===== config.mk =====
export PLATFORM = sky130hd
export DESIGN_NAME = bufwr_seq
export DESIGN_NICKNAME = d
export VERILOG_FILES = /design/src/rtl/bws_pkg.sv /design/src/rtl/bws_chunk_calc.sv /design/src/rtl/bws_poll_timer.sv /design/src/rtl/bws_stat_decode.sv /design/src/rtl/bufwr_seq.sv
export SDC_FILE = /design/constraint.sdc
export NUM_CORES = 1
export LEC_CHECK = 0
export BUFFER_PORTS_ARGS = -buffer_cell sky130_fd_sc_hd__buf_2
export CAP_MARGIN = 5
export CORE_UTILIZATION = 59
export CTS_CLUSTER_SIZE = 8
export DETAILED_ROUTE_END_ITERATION = 12
export PLACE_DENSITY = 0.95
export SLEW_MARGIN = 5
export SYNTH_ARGS = -nofsm -noshare
export SYNTH_HDL_FRONTEND = slang
export SYNTH_SLANG_ARGS = --single-unit

===== constraint.sdc =====
create_clock -name clk -period 12.9 [get_ports clk]
set_input_delay 0.645 -clock clk [delete_from_list [all_inputs] [get_ports clk]]
set_output_delay 0.645 -clock clk [all_outputs]
set_load 0.05 [all_outputs]

===== src/rtl/bws_pkg.sv =====
package bws_pkg;

   typedef enum logic [3:0] {
      S_IDLE,
      S_SETUP,
      S_AV_RD,
      S_AV_WT,
      S_COUNT,
      S_FILL,
      S_CONF,
      S_ST_RD,
      S_ST_WT,
      S_CLR,
      S_ARR,
      S_DONE
   } bws_state_e;

   typedef enum logic [1:0] {
      E_NONE = 2'd0,
      E_PROG = 2'd1,
      E_LOCK = 2'd2,
      E_TMO  = 2'd3
   } bws_err_e;

   localparam logic [7:0] CMD_SETUP = 8'hE8;
   localparam logic [7:0] CMD_CONF  = 8'hD0;
   localparam logic [7:0] CMD_CLR   = 8'h50;
   localparam logic [7:0] CMD_ARR   = 8'hFF;

   localparam int RDY_BIT  = 7;
   localparam int FAIL_BIT = 4;
   localparam int LOCK_BIT = 1;

endpackage


===== src/rtl/bws_chunk_calc.sv =====
module bws_chunk_calc #(
   parameter int AW        = 16,
   parameter int LW        = 11,
   parameter int BUF_WORDS = 32,
   localparam int BW       = $clog2(BUF_WORDS)
) (
   input  logic [AW-1:0] base,
   input  logic [LW-1:0] remain,
   output logic [BW:0]   len,
   output logic [BW-1:0] len_m1
);

   localparam logic [BW:0] FULL = (BW+1)'(BUF_WORDS);

   logic [BW:0]   room;
   logic [LW-1:0] room_w;

   assign room   = FULL - {1'b0, base[BW-1:0]};
   assign room_w = LW'(room);
   assign len    = (remain < room_w) ? remain[BW:0] : room;
   assign len_m1 = BW'(len - (BW+1)'(1));

endmodule


===== src/rtl/bws_poll_timer.sv =====
module bws_poll_timer #(
   parameter int LIMIT = 64,
   localparam int CW   = (LIMIT > 2) ? $clog2(LIMIT) : 1
) (
   input  logic clk,
   input  logic rst_n,
   input  logic clear,
   input  logic tick,
   output logic last
);

   logic [CW-1:0] cnt;

   always_ff @(posedge clk or negedge rst_n) begin
      if (!rst_n) begin
         cnt <= '0;
      end else if (clear) begin
         cnt <= '0;
      end else if (tick && !last) begin
         cnt <= cnt + CW'(1);
      end
   end

   assign last = (cnt == CW'(LIMIT - 1));

endmodule


===== src/rtl/bws_stat_decode.sv =====
module bws_stat_decode
   import bws_pkg::*;
#(
   parameter int DW         = 16,
   parameter bit LOCK_CHECK = 1'b1
) (
   input  logic [DW-1:0] status,
   output logic          ready,
   output bws_err_e      err
);

   logic fail_f, lock_f;
   logic unused_bits;

   assign ready       = status[RDY_BIT];
   assign fail_f      = status[FAIL_BIT];
   assign lock_f      = status[LOCK_BIT];
   assign unused_bits = ^status;

   generate
      if (LOCK_CHECK) begin : g_lock_split
         always_comb begin
            if (lock_f)      err = E_LOCK;
            else if (fail_f) err = E_PROG;
            else             err = E_NONE;
         end
      end else begin : g_lock_merged
         always_comb begin
            if (lock_f || fail_f) err = E_PROG;
            else                  err = E_NONE;
         end
      end
   endgenerate

endmodule


===== src/rtl/bufwr_seq.sv =====
module bufwr_seq
   import bws_pkg::*;
#(
   parameter int AW         = 16,
   parameter int DW         = 16,
   parameter int BUF_WORDS  = 32,
   parameter int MAX_WORDS  = 1024,
   parameter int POLL_LIMIT = 64,
   parameter bit LOCK_CHECK = 1'b1,
   localparam int LW        = $clog2(MAX_WORDS + 1),
   localparam int BW        = $clog2(BUF_WORDS)
) (
   input  logic          clk,
   input  logic          rst_n,
   input  logic          start,
   input  logic [AW-1:0] start_addr,
   input  logic [LW-1:0] word_total,
   input  logic          in_valid,
   input  logic [DW-1:0] in_data,
   output logic          in_ready,
   output logic          busy,
   output logic          done,
   output logic [1:0]    done_err,
   output logic [AW-1:0] fl_addr,
   output logic [DW-1:0] fl_wdata,
   output logic          fl_we,
   output logic          fl_re,
   input  logic [DW-1:0] fl_rdata
);

   generate
      if (BUF_WORDS < 2 || (BUF_WORDS & (BUF_WORDS - 1)) != 0) begin : g_bad_buf
         $error("BUF_WORDS must be a power of two of at least 2");
      end
      if (MAX_WORDS < BUF_WORDS) begin : g_bad_max
         $error("MAX_WORDS must be at least BUF_WORDS");
      end
      if (DW < 8) begin : g_bad_dw
         $error("DW must hold an 8-bit command");
      end
      if (AW <= BW) begin : g_bad_aw
         $error("AW must exceed the buffer offset width");
      end
      if (POLL_LIMIT < 2) begin : g_bad_poll
         $error("POLL_LIMIT must be at least 2");
      end
   endgenerate

   bws_state_e    state;
   bws_err_e      err_q;
   bws_err_e      st_err;
   logic [AW-1:0] chunk_base;
   logic [AW-1:0] cur_addr;
   logic [LW-1:0] remain;
   logic [BW-1:0] fill_left;
   logic [BW:0]   len;
   logic [BW-1:0] len_m1;
   logic          st_ready;
   logic          poll_last;
   logic          poll_clear;
   logic          poll_tick;

   bws_chunk_calc #(
      .AW(AW), .LW(LW), .BUF_WORDS(BUF_WORDS)
   ) u_chunk (
      .base   (chunk_base),
      .remain (remain),
      .len    (len),
      .len_m1 (len_m1)
   );

   bws_stat_decode #(
      .DW(DW), .LOCK_CHECK(LOCK_CHECK)
   ) u_dec (
      .status (fl_rdata),
      .ready  (st_ready),
      .err    (st_err)
   );

   assign poll_clear = (state == S_IDLE) || (state == S_COUNT) || (state == S_CLR);
   assign poll_tick  = ((state == S_AV_WT) || (state == S_ST_WT)) && !st_ready;

   bws_poll_timer #(
      .LIMIT(POLL_LIMIT)
   ) u_poll (
      .clk   (clk),
      .rst_n (rst_n),
      .clear (poll_clear),
      .tick  (poll_tick),
      .last  (poll_last)
   );

   always_ff @(posedge clk or negedge rst_n) begin
      if (!rst_n) begin
         state      <= S_IDLE;
         err_q      <= E_NONE;
         chunk_base <= '0;
         cur_addr   <= '0;
         remain     <= '0;
         fill_left  <= '0;
      end else begin
         case (state)
            S_IDLE: begin
               if (start && (word_total != '0)) begin
                  chunk_base <= start_addr;
                  cur_addr   <= start_addr;
                  remain     <= word_total;
                  err_q      <= E_NONE;
                  state      <= S_SETUP;
               end
            end
            S_SETUP: state <= S_AV_RD;
            S_AV_RD: state <= S_AV_WT;
            S_AV_WT: begin
               if (st_ready) begin
                  state <= S_COUNT;
               end else if (poll_last) begin
                  err_q <= E_TMO;
                  state <= S_CLR;
               end else begin
                  state <= S_SETUP;
               end
            end
            S_COUNT: begin
               fill_left <= len_m1;
               remain    <= remain - LW'(len);
               state     <= S_FILL;
            end
            S_FILL: begin
               if (in_valid) begin
                  cur_addr <= cur_addr + AW'(1);
                  if (fill_left == '0) state <= S_CONF;
                  else                 fill_left <= fill_left - BW'(1);
               end
            end
            S_CONF:  state <= S_ST_RD;
            S_ST_RD: state <= S_ST_WT;
            S_ST_WT: begin
               if (st_ready) begin
                  err_q <= st_err;
                  state <= S_CLR;
               end else if (poll_last) begin
                  err_q <= E_TMO;
                  state <= S_CLR;
               end else begin
                  state <= S_ST_RD;
               end
            end
            S_CLR: begin
               if (err_q != E_NONE || remain == '0) begin
                  state <= S_ARR;
               end else begin
                  chunk_base <= cur_addr;
                  state      <= S_SETUP;
               end
            end
            S_ARR:   state <= S_DONE;
            S_DONE:  state <= S_IDLE;
            default: state <= S_IDLE;
         endcase
      end
   end

   always_comb begin
      fl_we    = 1'b0;
      fl_re    = 1'b0;
      fl_addr  = chunk_base;
      fl_wdata = '0;
      in_ready = 1'b0;
      case (state)
         S_SETUP: begin
            fl_we    = 1'b1;
            fl_wdata = DW'(CMD_SETUP);
         end
         S_AV_RD, S_ST_RD: fl_re = 1'b1;
         S_COUNT: begin
            fl_we    = 1'b1;
            fl_wdata = DW'(len_m1);
         end
         S_FILL: begin
            in_ready = 1'b1;
            fl_we    = in_valid;
            fl_wdata = in_data;
            fl_addr  = cur_addr;
         end
         S_CONF: begin
            fl_we    = 1'b1;
            fl_wdata = DW'(CMD_CONF);
         end
         S_CLR: begin
            fl_we    = 1'b1;
            fl_wdata = DW'(CMD_CLR);
         end
         S_ARR: begin
            fl_we    = 1'b1;
            fl_wdata = DW'(CMD_ARR);
         end
         default: ;
      endcase
   end

   assign busy     = (state != S_IDLE);
   assign done     = (state == S_DONE);
   assign done_err = err_q;

endmodule


**Yosys cells after proc, flatten, opt, wreduce, memory -nomap -nowiden**

Index checks and enable logic that the tools add are counted.

- $add $sub $neg: 6
- Multiply operators: 0
- Div/mod/pow operators: 0
- Order comparisons: 1
- Equal/unequal tests: 18
- Shifts and indexed selects: 0
- Multiplexer cells: 34
- Bitwise logic cells: 0
- Reductions and logical operators: 29

Operators with widths:

| operator | number |
|---|---|
| $pmux 16 s6 | 1 |
| $mux 16 | 4 |
| $pmux 16 s2 | 2 |
| $pmux 4 s11 | 1 |
| $mux 4 | 8 |
| $pmux 11 s2 | 1 |
| $mux 6 | 3 |
| $add 16x1->16 const B | 1 |
| $eq 4x3->1 const B | 4 |
| $eq 4x4->1 const B | 4 |
| $reduce_and 3->1 | 5 |
| $reduce_bool 2->1 | 6 |
| $logic_not 11->1 | 1 |
| $lt 11x6->1 | 1 |
| $mux 11 | 1 |
| $reduce_bool 11->1 | 1 |
| $sub 11x6->11 | 1 |
| $mux 2 | 5 |
| $mux 5 | 2 |
| $ne 2x2->1 const B | 5 |
| $pmux 5 s2 | 1 |
| $sub 5x1->5 const B | 2 |
| $eq 4x2->1 const B | 2 |
| $add 6x1->6 const B | 1 |
| 17 further kinds | 25 |

- Flip-flop bits (word level): 60
- Bits in latches: 0
- Memory bits (writable): 0
- Memory bits (read-only): 0
- Input port bits: 63
- Output and inout port bits: 39
- Word-level logic and storage cells: 95
- Memories: 0

**Depth between registers and ports, before layout**

Gate-level depths: netlist of the first run.

- Word-level depth: 6
- Gate-level depth with buffers: 21
- Mapped depth without buffers: 19

**Cells and area by module**

From an unflattened synthesis of the first run, not the netlist that was laid out.

- Cell total of the unflattened synthesis: 598
- Area, all modules: 4747.1 um^2

Modules (own cells, without submodules):

| module | times used | cells each | area each (um^2) | sequential area each (um^2) |
|---|---|---|---|---|
| bufwr_seq | 1 | 483 | 3764.9 | 1351.3 |
| bws_chunk_calc | 1 | 73 | 573.0 | 0.0 |
| bws_poll_timer | 1 | 39 | 380.4 | 150.1 |
| bws_stat_decode | 1 | 3 | 28.8 | 0.0 |

**Worst setup path after synthesis of the first run**

Ideal clock, no wire load.

- Path type: register -> output
- Start point: register chunk_base[0]
- End point: output port fl_wdata[2]
- Arrival: 3.852 ns
- Required time: 12.255 ns
- Setup slack: 8.403 ns
- Stages on the path, launching flop included: 15
- Path buffers: 2
- Cell sequence: dfrtp_1 clkbuf_1 inv_1 ha_1 nor3b_1 xnor2_1 inv_1 ha_1 a21o_1 a2111o_1 a21o_1 buf_6 o21ai_0 mux2i_1 o21ai_0

- Cells in the longest elaborated chain, start to end: 5

RTL lines:

| item | RTL line | source |
|---|---|---|
| from (decl) | bufwr_seq.sv:52 | `logic [AW-1:0] chunk_base;` |
| from (signal assigned) | bufwr_seq.sv:105 | `chunk_base <= start_addr;` |
| from (signal assigned) | bufwr_seq.sv:153 | `chunk_base <= cur_addr;` |
| $sub 6x5->6 * | bws_chunk_calc.sv:18 | `assign room = FULL - {1'b0, base[BW-1:0]};` |
| $lt 11x6->1 | bws_chunk_calc.sv:20 | `assign len = (remain < room_w) ? remain[BW:0] : room;` |
| $mux 6 * | bws_chunk_calc.sv:20 |  |
| $sub 5x1->5 * | bws_chunk_calc.sv:21 | `assign len_m1 = BW'(len - (BW+1)'(1));` |
| $pmux 16 s6 * | bufwr_seq.sv:170 | `case (state)` |
| to (decl) | bufwr_seq.sv:25 | `output logic [DW-1:0] fl_wdata,` |

Every way passes the cells marked *; elsewhere a longest branch is shown, timed or not.

**Final worst setup path of the first run**

- Start point: register chunk_base[0]
- End point: output port fl_wdata[4]

Same word-level chain as after synthesis.

==> out/metrics.yaml, run 1 <==
yosys:
  synth_common_cells: "89 x nand2_1, 72 x a21oi_1, 69 x nor2_1, 60 x dfrtp_1, 45 x o21ai_0"
  synth.area.top_cells: "dfrtp_1 33%, a21oi_1 8.0%, nand2_1 7.4%"
  synth_compound_area_share_pct: 23.5
  synth_most_common_cell: "nand2_1"
  synth_edf_count: 0
  synthCells: 590
  synthAdderAreaFrac_pct: 4.17
  synth.yosys.warnings: 0
  synth_area_um2: 4500
  synth_xor_area_share_pct: 3.31
  yosysTopAreaCellShare_pct: 33.4
  synthArstFlopShare_pct: 100
  ys_types: 58
  synth_top_family_by_area: "simple AND/OR/NAND/NOR gates"
  synth_seq_area_share_pct: 33.4
  synth-simple-area-share_pct: 25.0
  yosysTopAreaCell: "dfrtp_1"
  postSynthAreaPerCell_um2: 7.62
  ys_ff_latch: 60
  synth_nets: 668
  yosys-mux-area-fraction_pct: 6.32
  ys.flop_type: "dfrtp_1"
global_routing:
  gr-max-usage-layer: "met2"
  grtUsageMet3_pct: 7.39
  overflow: 0
  track_usage_pct: 32.3
  grt_pass1_vias: 4387
  use_met1_pct: 40.9
  grtUsageMet2_pct: 51.9
  antenna_found_initial: 0
  grt_pass1_wl_um: 19900
  grt_max_degree: 61
sta:
  rsz0062_at_grt: "false"
  min_period_ps: 4640
  setup_violations: 0
  setup_total_negative_slack_ps: 0
  setup_ws_ps: 8260
  skew_ps: 13.7
  timing.slew.headroom_pct: 39.6
  hold_viol_final: 0
  maxSlewViolCount: 0
  tightest_slew_ps: 904
  max_freq_mhz: 215
  period_share_pct: 36.0
drt:
  first_pass_iters: 6
  wl_um: 12400
  antenna_left: 0
  drc_errors: 0
  vias_per_cell: 6.24
  vias: 4786
  wl_per_cell_um: 16.1
  drt-initial-drc-count: 424
clock_network:
  cts_sinks: 60
  postCtsSetupBuffers: 0
  clockBufferDepth: 2
  htree_levels: 3
  clk-insertion-delay-late_ps: 360
  cts-root-buf: "clkbuf_8"
  cts_hold_buf: 0
  path_clk_slew_ps: 70
  cts_inserted_buffers: 9
  cts_resized: 0
  tritoncts: "built"
place:
  portBuffers: 88
  dp_slack_ps: 8360
  hpwl_um: 8590
  gp_congestion: 0.945
  dpl_cell_area_um2: 4980
floorplanning:
  core_um2: 7290
  row_count: 31
  start_util_pct: 61.7
  die_x_um: 89.3
  die_h_um: 89.3
  dieArea_um2: 7970
  pin_count: 102
worst_setup_path:
  critPathLaunchType: "flip-flop"
  r2r_slack_ps: 8260
  regToRegStartpoint: "chunk_base[0]"
  crit_path_cell_trace: "inv_1 > ha_1 > nor3b_1 > xnor2_1 > inv_1 > ha_1 > a21o_1 > a2111o_1 > a21o_1 > mux2i_1 > nor2_1 > a2bb2oi_1 > o32ai_1 > buf_2"
  endpoint_kind: "output port"
  cp_slowest_cell: "a2111o_1"
  r2r-end: "remain[8]"
  slowest_delay_ps: 490
  ff2ff_path_depth: 19
  crit_fanout: 12
  cp_data_required_time_ps: 12260
  crit_arrival_ps: 4000
  worst-setup-path-type: "reg2out"
cells_and_area:
  fin_nets: 741
  final-seq-area_um2: 1500
  fin_area_um2: 5180
  fillCellCount: 588
  multiInputGateArea_um2: 2810
  antenna_cells: 0
  drive_gt1_share_pct: 18.7
  syn2layout_area_growth_pct: 15.2
power:
  switching_share_pct: 55.9
  p_leak_nw: 2.38
  pwr-share-seq_pct: 25.6
  netSwitchingPower_uw: 870
  clkPwrFrac_pct: 11.3
  power.internal_uw: 687
  irDropWorstVdd_v: 0.000163
  comb_power_share_pct: 63.1
  powerDensity_nw_per_um2: 301
min_path:
  min_path_type: "in2async"
flow_run:
  cap_viol_max_count: 0
outcome:
  outcome: "finished clean"
## how the worst max path moves through the flow
stage	start	endpoint	slack, ps	cells past startpoint
after floorplan	chunk_base[0]	fl_wdata[2]	8400	14
after global placement	chunk_base[0]	remain[8]	8440	19
after detailed placement	chunk_base[0]	remain[8]	8360	19
after CTS	chunk_base[0]	fl_wdata[3]	8290	14
after global routing	chunk_base[0]	remain[8]	7920	19
final	chunk_base[0]	fl_wdata[4]	8260	14
## power by group through the flow
| stage | Clock (mW) | Sequential (mW) | Combinational [mW] |
|---|---|---|---|
| finish | 0.177 | 0.398 | 0.982 |
| global route | 0.185 | 0.415 | 1.07 |
| CTS | 0.177 | 0.394 | 0.970 |
| detailed placement | 0 | 0.397 | 0.961 |
| global placement | 0 | 0.388 | 0.926 |
| floorplan | 0 | 0.338 | 0.805 |
## kinds of logic after synthesis
family / Yosys count
AOI/OAI and AO/OA: 177
xor gates and xnor gates: 17
adders and majority gates: 15
buffers and inverters: 48
DFF: 60
muxes: 28
and+or+nand+nor: 245
## cells in the final DEF, fill, tap and decap left out, types with 3 or more instances in the layout
master    Yosys  layout
nand2_1      89      89
buf_2         0      88
a21oi_1      72      71
nor2_1       69      68
dfrtp_1      60      60
o21ai_0      45      45
mux2i_1      25      25
inv_1        16      16
and3_1       16      16
ha_1         15      15
nand3_1      14      14
nor3_1       13      13
xor2_1       11      11
o22ai_1      10      10
nor2b_1       9       9
clkbuf_8      0       9
a21o_1        7       7
nand4_1       7       7
nor4_1        6       6
nand2b_1      6       6
xnor2_1       6       6
buf_4         1       6
a31oi_1       5       5
a211oi_1      4       4
or3_1         4       4
a22oi_1       3       3
o21ai_1       3       3
and2_1        3       3
o211ai_1      3       3
a211oi_2      3       3
mux2_2        3       3
## critical path, delay by kind of cell (launching register included)
kind	cells	cell delay [ps]
AND/OR/NAND/NOR	2	230
XOR/XNOR	1	260
multiplexers	1	260
AO/OA/AOI/OAI	5	1340
buffers and inverters	3	550
adder cells (fa/ha/maj)	2	530
flip-flops	1	470
## final cells by class
type | count | area share [%]
tap | 99 | 2.39
clock inverter | 7 | 1.47
clock buffer | 9 | 2.39
inverter | 16 | 1.16
sequential | 60 | 29.0
multi-input combinational | 482 | 54.2
timing repair buffer | 94 | 9.37
## per-layer routing
layer	part of all wire, %	vias to the layer above
met5	0	-
met4	3.0	0
met3	8.7	45
met2	47	266
met1	42	2229
li1	-	2246
## sequential cells by signal, summed over array words and instances, names as in the netlist
| name | count |
|---|---|
| chunk_base | 16 |
| cur_addr | 16 |
| done_err | 2 |
| fill_left | 5 |
| remain | 11 |
| state | 4 |
| u_poll.cnt | 6 |
## stage by stage
| stage | util [%] | hold WS, ps | total power, mW | cells |
|---|---|---|---|---|
| after floorplan | - | 349 | 1.14 | 590 |
| after global placement | 68.3 | 490 | 1.31 | 751 |
| after detailed placement | 68.3 | 508 | 1.36 | 751 |
| after CTS | 71.1 | 479 | 1.54 | 767 |
| after global routing | 71.1 | 538 | 1.67 | 767 |
| final | 71.1 | 429 | 1.56 | 767 |
Power figures use the tool's default switching activity.
==> inputs of run 2 (changes only) <==
Settings changed: CORE_UTILIZATION 59 to 50, PLACE_DENSITY 0.95 to 0.88.
Clock period 12.9 ns to 4 ns, I/O delays scaled along.
==> out/metrics.yaml, run 2 (synthesis gave the netlist of run 1 again) <==
cells_and_area:
  antenna_cells: 0  # unchanged
  fillCellCount: 702  # was 588
  final_cell_mix: "89 x nand2_1, 88 x buf_2, 68 x a21oi_1"  # was 89 x nand2_1, 88 x buf_2, 71 x a21oi_1
  fin_cells: 794  # was 767
  drive_gt1_share_pct: 23.3  # was 18.7%
  syn2layout_area_growth_pct: 21.9  # was 15.2%
  final_util_pct: 62.9  # was 71.1%
  fin_nets: 759  # was 741
  final_common_cell: "nand2_1"  # unchanged
  top_regs: "chunk_base: 16 flops, cur_addr: 16 flops, remain: 11 flops"  # unchanged
power:
  irDropWorstVdd_v: 0.000646  # was 0.000163 V
  p_leak_nw: 2.49  # was 2.38 nW
  powerDensity_nw_per_um2: 1010  # was 301 nW/um2
worst_setup_path:
  slowest_delay_ps: 480  # was 490 ps
  crit_fanout: 3  # was 12
  crit_top_cell: "ha_4"
  cp_data_required_time_ps: 4200  # was 12260 ps
  cp_slowest_cell: "a2111o_1"  # unchanged
  worst-setup-path-type: "reg2reg"  # was reg2out
  ff2ff_path_depth: 19  # unchanged
  crit_arrival_ps: 4250  # was 4000 ps
  critPathLaunchType: "flip-flop"  # unchanged
  crit_path_cell_trace: "inv_2 > ha_4 > nor3b_4 > xnor2_2 > inv_2 > ha_4 > a21o_1 > a2111o_1 > a21o_1 > mux2i_2 > ha_2 > inv_1 > ha_4 > a211oi_4 > buf_4 > a21oi_1 > a31oi_1 > xor2_1 > o21ai_0"  # was inv_1 > ha_1 > nor3b_1 > xnor2_1 > inv_1 > ha_1 > a21o_1 > a2111o_1 > a21o_1 > mux2i_1 > nor2_1 > a2bb2oi_1 > o32ai_1 > buf_2
  endpoint_kind: "flip-flop"  # was output port
floorplanning:
  dieArea_um2: 9380  # was 7970 um2
  pin_count: 102  # unchanged
  core_um2: 8720  # was 7290 um2
  start_util_pct: 51.6  # was 61.7%
  row_count: 34  # was 31
  die_x_um: 96.8  # was 89.3 um
  die_h_um: 96.8  # was 89.3 um
clock_network:
  clk-insertion-delay-late_ps: 350  # was 360 ps
  cts_inserted_buffers: 9  # unchanged
  cts-root-buf: "clkbuf_8"  # unchanged
  htree_levels: 3  # unchanged
  cts_sinks: 60  # unchanged
  tritoncts: "built"  # unchanged
  path_clk_slew_ps: 70  # about the same
  clockBufferDepth: 2  # unchanged
drt:
  wl_per_cell_um: 17.3  # was 16.1 um
  drt-initial-drc-count: 457  # was 424
  drc_errors: 0  # unchanged
  vias: 5016  # was 4786
  vias_per_cell: 6.32  # was 6.24
  antenna_left: 0  # unchanged
  wl_um: 13800  # was 12400 um
  first_pass_iters: 6  # unchanged
global_routing:
  grt_max_degree: 46  # was 61
  overflow: 0  # unchanged
  track_usage_pct: 27.7  # was 32.3%
  grt_pass1_wl_um: 21500  # was 19900 um
  grt_pass1_vias: 4667  # was 4387
  antenna_found_initial: 0  # unchanged
sta:
  setup_ws_ps: -47.5  # was 8260 ps
  setup_violations: 1  # was 0
  period_share_pct: 101
  tightest_slew_ps: 832  # was 904 ps
  maxSlewViolCount: 0  # unchanged
  timing.slew.headroom_pct: 44.4  # was 39.6%
  rsz0062_at_grt: "true"  # was false
  max_freq_mhz: 247
  hold_viol_final: 0  # unchanged
  skew_ps: 13.8  # was 13.7 ps
  min_period_ps: 4050
min_path:
  min_path_type: "in2reg"  # was in2async
  hold_depth: 3
place:
  hpwl_um: 8870  # was 8590 um
  gp_congestion: 0.932  # was 0.945
  portBuffers: 88  # unchanged
  dp_cells: 771  # was 751
outcome:
  violations: "negative setup slack"
  outcome: "finished, violations left"  # was finished clean
flow_run:
  cap_viol_max_count: 0  # unchanged
run 2: worst paths after layout:
kind	start	end	slack, ps
worst min register to register	chunk_base[13]	chunk_base[13]	530
worst max register to register	chunk_base[1]	remain[4]	-50
worst min-delay path	start_addr[1]	cur_addr[1]	120
min in group asynchronous	rst_n	chunk_base[14]	370
worst max-delay path	chunk_base[1]	remain[4]	-50
max in group asynchronous	rst_n	chunk_base[3]	2680
run 2: per-stage QoR:
step / instance area [um2] / setup TNS [ps] / hold slack [ps] / total power, mW / setup slack (ps)
floorplan: 4500 / -9.68 / -95.6 / 3.70 / -9.68
global placement: 5080 / 0 / 210 / 4.33 / 64.3
global route: 5480 / -556 / 128 / 5.86 / -138
CTS: 5350 / 0 / 118 / 5.20 / 43.8
finish: 5480 / -47.5 / 121 / 5.51 / -47.5
detailed placement: 5080 / -242 / 224 / 4.46 / -109
run 2: cell type report:
| class | count | area [um2] | share of cell area [%] |
|---|---|---|---|
| flip-flops and latches | 60 | 1500 | 27.4 |
| well taps | 108 | 135 | 2.46 |
| clock inverters | 6 | 113 | 2.05 |
| inverters | 16 | 60.1 | 1.10 |
| clock buffers | 10 | 128 | 2.33 |
| multi-input cells | 482 | 2920 | 53.3 |
| repair buffers | 112 | 623 | 11.4 |
run 2: critical path, delay by kind of cell, from the launching register on:
family                     cells  cell delay [ps]
muxes                          1              230
DFF                            1              390
adders and majority gates      4              760
buffers and inverters          4              430
and+or+nand+nor                1              200
AOI/OAI and AO/OA              7             1520
xor gates and xnor gates       2              370
run 2: what timing repair did:
action,4_1_cts,5_1_grt
hold buffers,1,0
setup endpoints to repair,7,11
pin swaps,2,16
gates resized for setup,3,20
endpoints found under the hold margin,21,0
setup buffers,1,5
run 2: metal layers:
metal / up-vias / track usage [%] / wire length (um)
met4: 0 / 11.9 / 525
met3: 58 / 5.49 / 1220
met1: 2350 / 34.9 / 5390
li1: 2293 / - / -
met2: 315 / 46.0 / 6630
met5: - / 0 / 0
run 2: power by group:
group,internal (mW),total (mW),switching (mW)
sequential,0.878,1.29,0.412
combinational,1.21,3.55,2.34
clock,0.415,0.678,0.263
total,2.50,5.51,3.01
==> inputs of run 3 (changes only) <==
Settings changed: CELL_PAD_IN_SITES_DETAIL_PLACEMENT set to 1, CELL_PAD_IN_SITES_GLOBAL_PLACEMENT set to 1, CORE_UTILIZATION 50 to 36, PLACE_DENSITY 0.88 to 0.87.
==> out/metrics.yaml, run 3 (synthesis gave the netlist of run 1 again) <==
place:
  portBuffers: 88  # unchanged
  gp_congestion: 0.881  # was 0.932
  dpl_cell_area_um2: 5170  # was 5080 um2
  dp_cells: 833  # was 771
  dp_slack_ps: -151  # was -109 ps
  hpwl_um: 10600  # was 8870 um
outcome:
  violations: "negative setup slack"  # unchanged
  outcome: "finished, violations left"  # unchanged
global_routing:
  grt_pass1_wl_um: 24500  # was 21500 um
  overflow: 0  # unchanged
  track_usage_pct: 23.8  # was 27.7%
  grt_max_degree: 50  # was 46
  antenna_found_initial: 0  # unchanged
  grt_pass1_vias: 5091  # was 4667
floorplanning:
  row_count: 40  # was 34
  die_x_um: 114  # was 96.8 um
  pin_count: 102  # unchanged
  core_um2: 12100  # was 8720 um2
  die_h_um: 114  # was 96.8 um
  start_util_pct: 37.1  # was 51.6%
  dieArea_um2: 12900  # was 9380 um2
drt:
  vias: 4812  # was 5016
  drt-initial-drc-count: 256  # was 457
  drc_errors: 0  # unchanged
  first_pass_iters: 4  # was 6
  wl_per_cell_um: 18.0  # was 17.3 um
  antenna_left: 0  # unchanged
  vias_per_cell: 5.59  # was 6.32
  wl_um: 15500  # was 13800 um
worst_setup_path:
  critPathLaunchType: "flip-flop"  # unchanged
  r2r_slack_ps: -20  # was -50 ps
  cp_data_required_time_ps: 4230  # was 4200 ps
  r2r-end: "remain[8]"  # was remain[4]
  regToRegStartpoint: "chunk_base[1]"  # unchanged
  crit_arrival_ps: 4260  # was 4250 ps
  cp_num_buf_inv: 2  # was 4
  crit_fanout: 6  # was 3
  cp_slowest_cell: "a2111o_1"  # unchanged
  cpLargestDelayFamily: "compound AO/OA/AOI/OAI gates"  # unchanged
  worst-setup-path-type: "reg2reg"  # unchanged
  slowest_delay_ps: 500  # was 480 ps
  crit_path_cell_trace: "buf_4 > o31a_1 > nor2_2 > inv_1 > ha_1 > a21o_1 > a2111o_1 > a21oi_4 > nor2_1 > a21oi_1 > ha_1 > o21a_1 > o21a_1 > o2bb2ai_2 > a211o_1 > nand2_2 > xor2_1 > a221oi_1"  # was inv_2 > ha_4 > nor3b_4 > xnor2_2 > inv_2 > ha_4 > a21o_1 > a2111o_1 > a21o_1 > mux2i_2 > ha_2 > inv_1 > ha_4 > a211oi_4 > buf_4 > a21oi_1 > a31oi_1 > xor2_1 > o21ai_0
  ff2ff_path_depth: 18  # was 19
  endpoint_kind: "flip-flop"  # unchanged
sta:
  min_period_ps: 4020  # was 4050 ps
  timing.slew.headroom_pct: 45.2  # was 44.4%
  setup_ws_ps: -24.5  # was -47.5 ps
  setup_violations: 2  # was 1
  period_share_pct: 101  # about the same
  tightest_slew_ps: 815  # was 832 ps
  hold_viol_final: 0  # unchanged
  hold_slack_ps: 146  # was 121 ps
  max_freq_mhz: 248  # was 247 MHz
  skew_ps: 6.23  # was 13.8 ps
  setup_total_negative_slack_ps: -41.2  # was -47.5 ps
  maxSlewViolCount: 0  # unchanged
clock_network:
  cts-root-buf: "clkbuf_16"  # was clkbuf_8
  cts_inserted_buffers: 9  # unchanged
  cts_sinks: 60  # unchanged
  htree_levels: 3  # unchanged
  path_clk_slew_ps: 60  # was 70 ps
  tritoncts: "built"  # unchanged
  clockBufferDepth: 2  # unchanged
  clk-insertion-delay-late_ps: 340  # was 350 ps
cells_and_area:
  fin_area_um2: 5730  # was 5480 um2
  fillCellCount: 1543  # was 702
  final_util_pct: 47.3  # was 62.9%
  drive_gt1_share_pct: 25.1  # was 23.3%
  top_regs: "chunk_base: 16 flops, cur_addr: 16 flops, remain: 11 flops"  # unchanged
  fin_cells: 861  # was 794
  final_cell_mix: "88 x nand2_1, 88 x buf_2, 69 x a21oi_1"  # was 89 x nand2_1, 88 x buf_2, 68 x a21oi_1
  multiInputGateArea_um2: 2950  # was 2920 um2
  fin_nets: 766  # was 759
  syn2layout_area_growth_pct: 27.5  # was 21.9%
  antenna_cells: 0  # unchanged
  final-seq-area_um2: 1500  # unchanged
power:
  totalPowerFinal_mw: 5.86  # was 5.51 mW
  comb_power_share_pct: 63.3  # was 64.3%
  p_leak_nw: 2.58  # was 2.49 nW
  clkPwrFrac_pct: 14.8  # was 12.3%
  irDropWorstVdd_v: 0.000574  # was 0.000646 V
  pwr-share-seq_pct: 22.0  # was 23.4%
  netSwitchingPower_mw: 3.13  # was 3.01 mW
  power.internal_mw: 2.73  # was 2.50 mW
  switching_share_pct: 53.4  # was 54.6%
  powerDensity_nw_per_um2: 1020  # was 1010 nW/um2
flow_run:
  cap_viol_max_count: 0  # unchanged
min_path:
  min_path_type: "in2reg"  # unchanged
  holdPathEnd: "cur_addr[1]"  # unchanged
  hold_depth: 3  # unchanged
  hold_start: "start_addr[1]"  # unchanged
## run 3: cell types whose count changed in the layout (fill, tap and decap cells not counted), moves of 2 or more
| cell | before | now |
|---|---|---|
| clkbuf_8 | 9 | 1 |
| a21oi_2 | 4 | 2 |
| nor3_1 | 13 | 11 |
| nor3_2 | 0 | 2 |
| buf_4 | 23 | 29 |
| clkbuf_16 | 0 | 9 |
## run 3: worst reg2reg max path, cell delays in order, from the launching register on
cell       delay (ps)
dfrtp_1           380
buf_4             150
o31a_1            310
nor2_2            160
inv_1             100
ha_1              190
a21o_1            190
a2111o_1          500
a21oi_4           280
nor2_1             80
a21oi_1           150
ha_1              310
o21a_1            130
o21a_1            170
o2bb2ai_2         140
a211o_1           210
nand2_2            70
xor2_1            140
a221oi_1          270
## run 3: worst max path at each step
stage	from	endpoint	slack (ps)	cells past startpoint
2_1_floorplan	chunk_base[0]	remain[8]	-10	20
3_3_place_gp	chunk_base[0]	remain[4]	90	19
3_5_place_dp	chunk_base[0]	remain[4]	-150	19
4_1_cts	chunk_base[0]	remain[8]	20	19
5_1_grt	chunk_base[0]	remain[8]	-150	19
6_report	chunk_base[1]	remain[8]	-20	18
## run 3: routing by layer
| metal | global-route usage (%) | vias to the layer above | share of wire, % |
|---|---|---|---|
| li1 | - | 2295 | - |
| met1 | 28.9 | 2349 | 42 |
| met2 | 42.0 | 134 | 51 |
| met3 | 3.03 | 34 | 4.3 |
| met4 | 11.2 | 0 | 2.9 |
| met5 | 0 | - | 0 |
## run 3: area by class of cell
type                            instances  area share [%]
Tap cell                              168            3.67
Clock buffer                           10            4.17
Timing Repair Buffer                  119            11.9
Multi-Input combinational cell        482            51.5
Sequential cell                        60            26.2
Inverter                               16            1.05
Clock inverter                          6            1.53
## run 3: what timing repair did
item / 4_1_cts / 5_1_grt
hold buffers: 1 / 0
setup buffers: 1 / 10
resized for setup: 5 / 27
pin swaps: 1 / 17
endpoints found under the setup margin: 9 / 10
endpoints found under the hold margin: 23 / 0
## run 3: power by group through the flow
stage          clock, mW  sequential, mW  combinational [mW]
2_1_floorplan          0            1.09                2.61
3_3_place_gp           0            1.24                3.18
3_5_place_dp           0            1.27                3.33
4_1_cts            0.881            1.27                3.40
5_1_grt            0.903            1.33                4.03
6_report           0.866            1.29                3.71
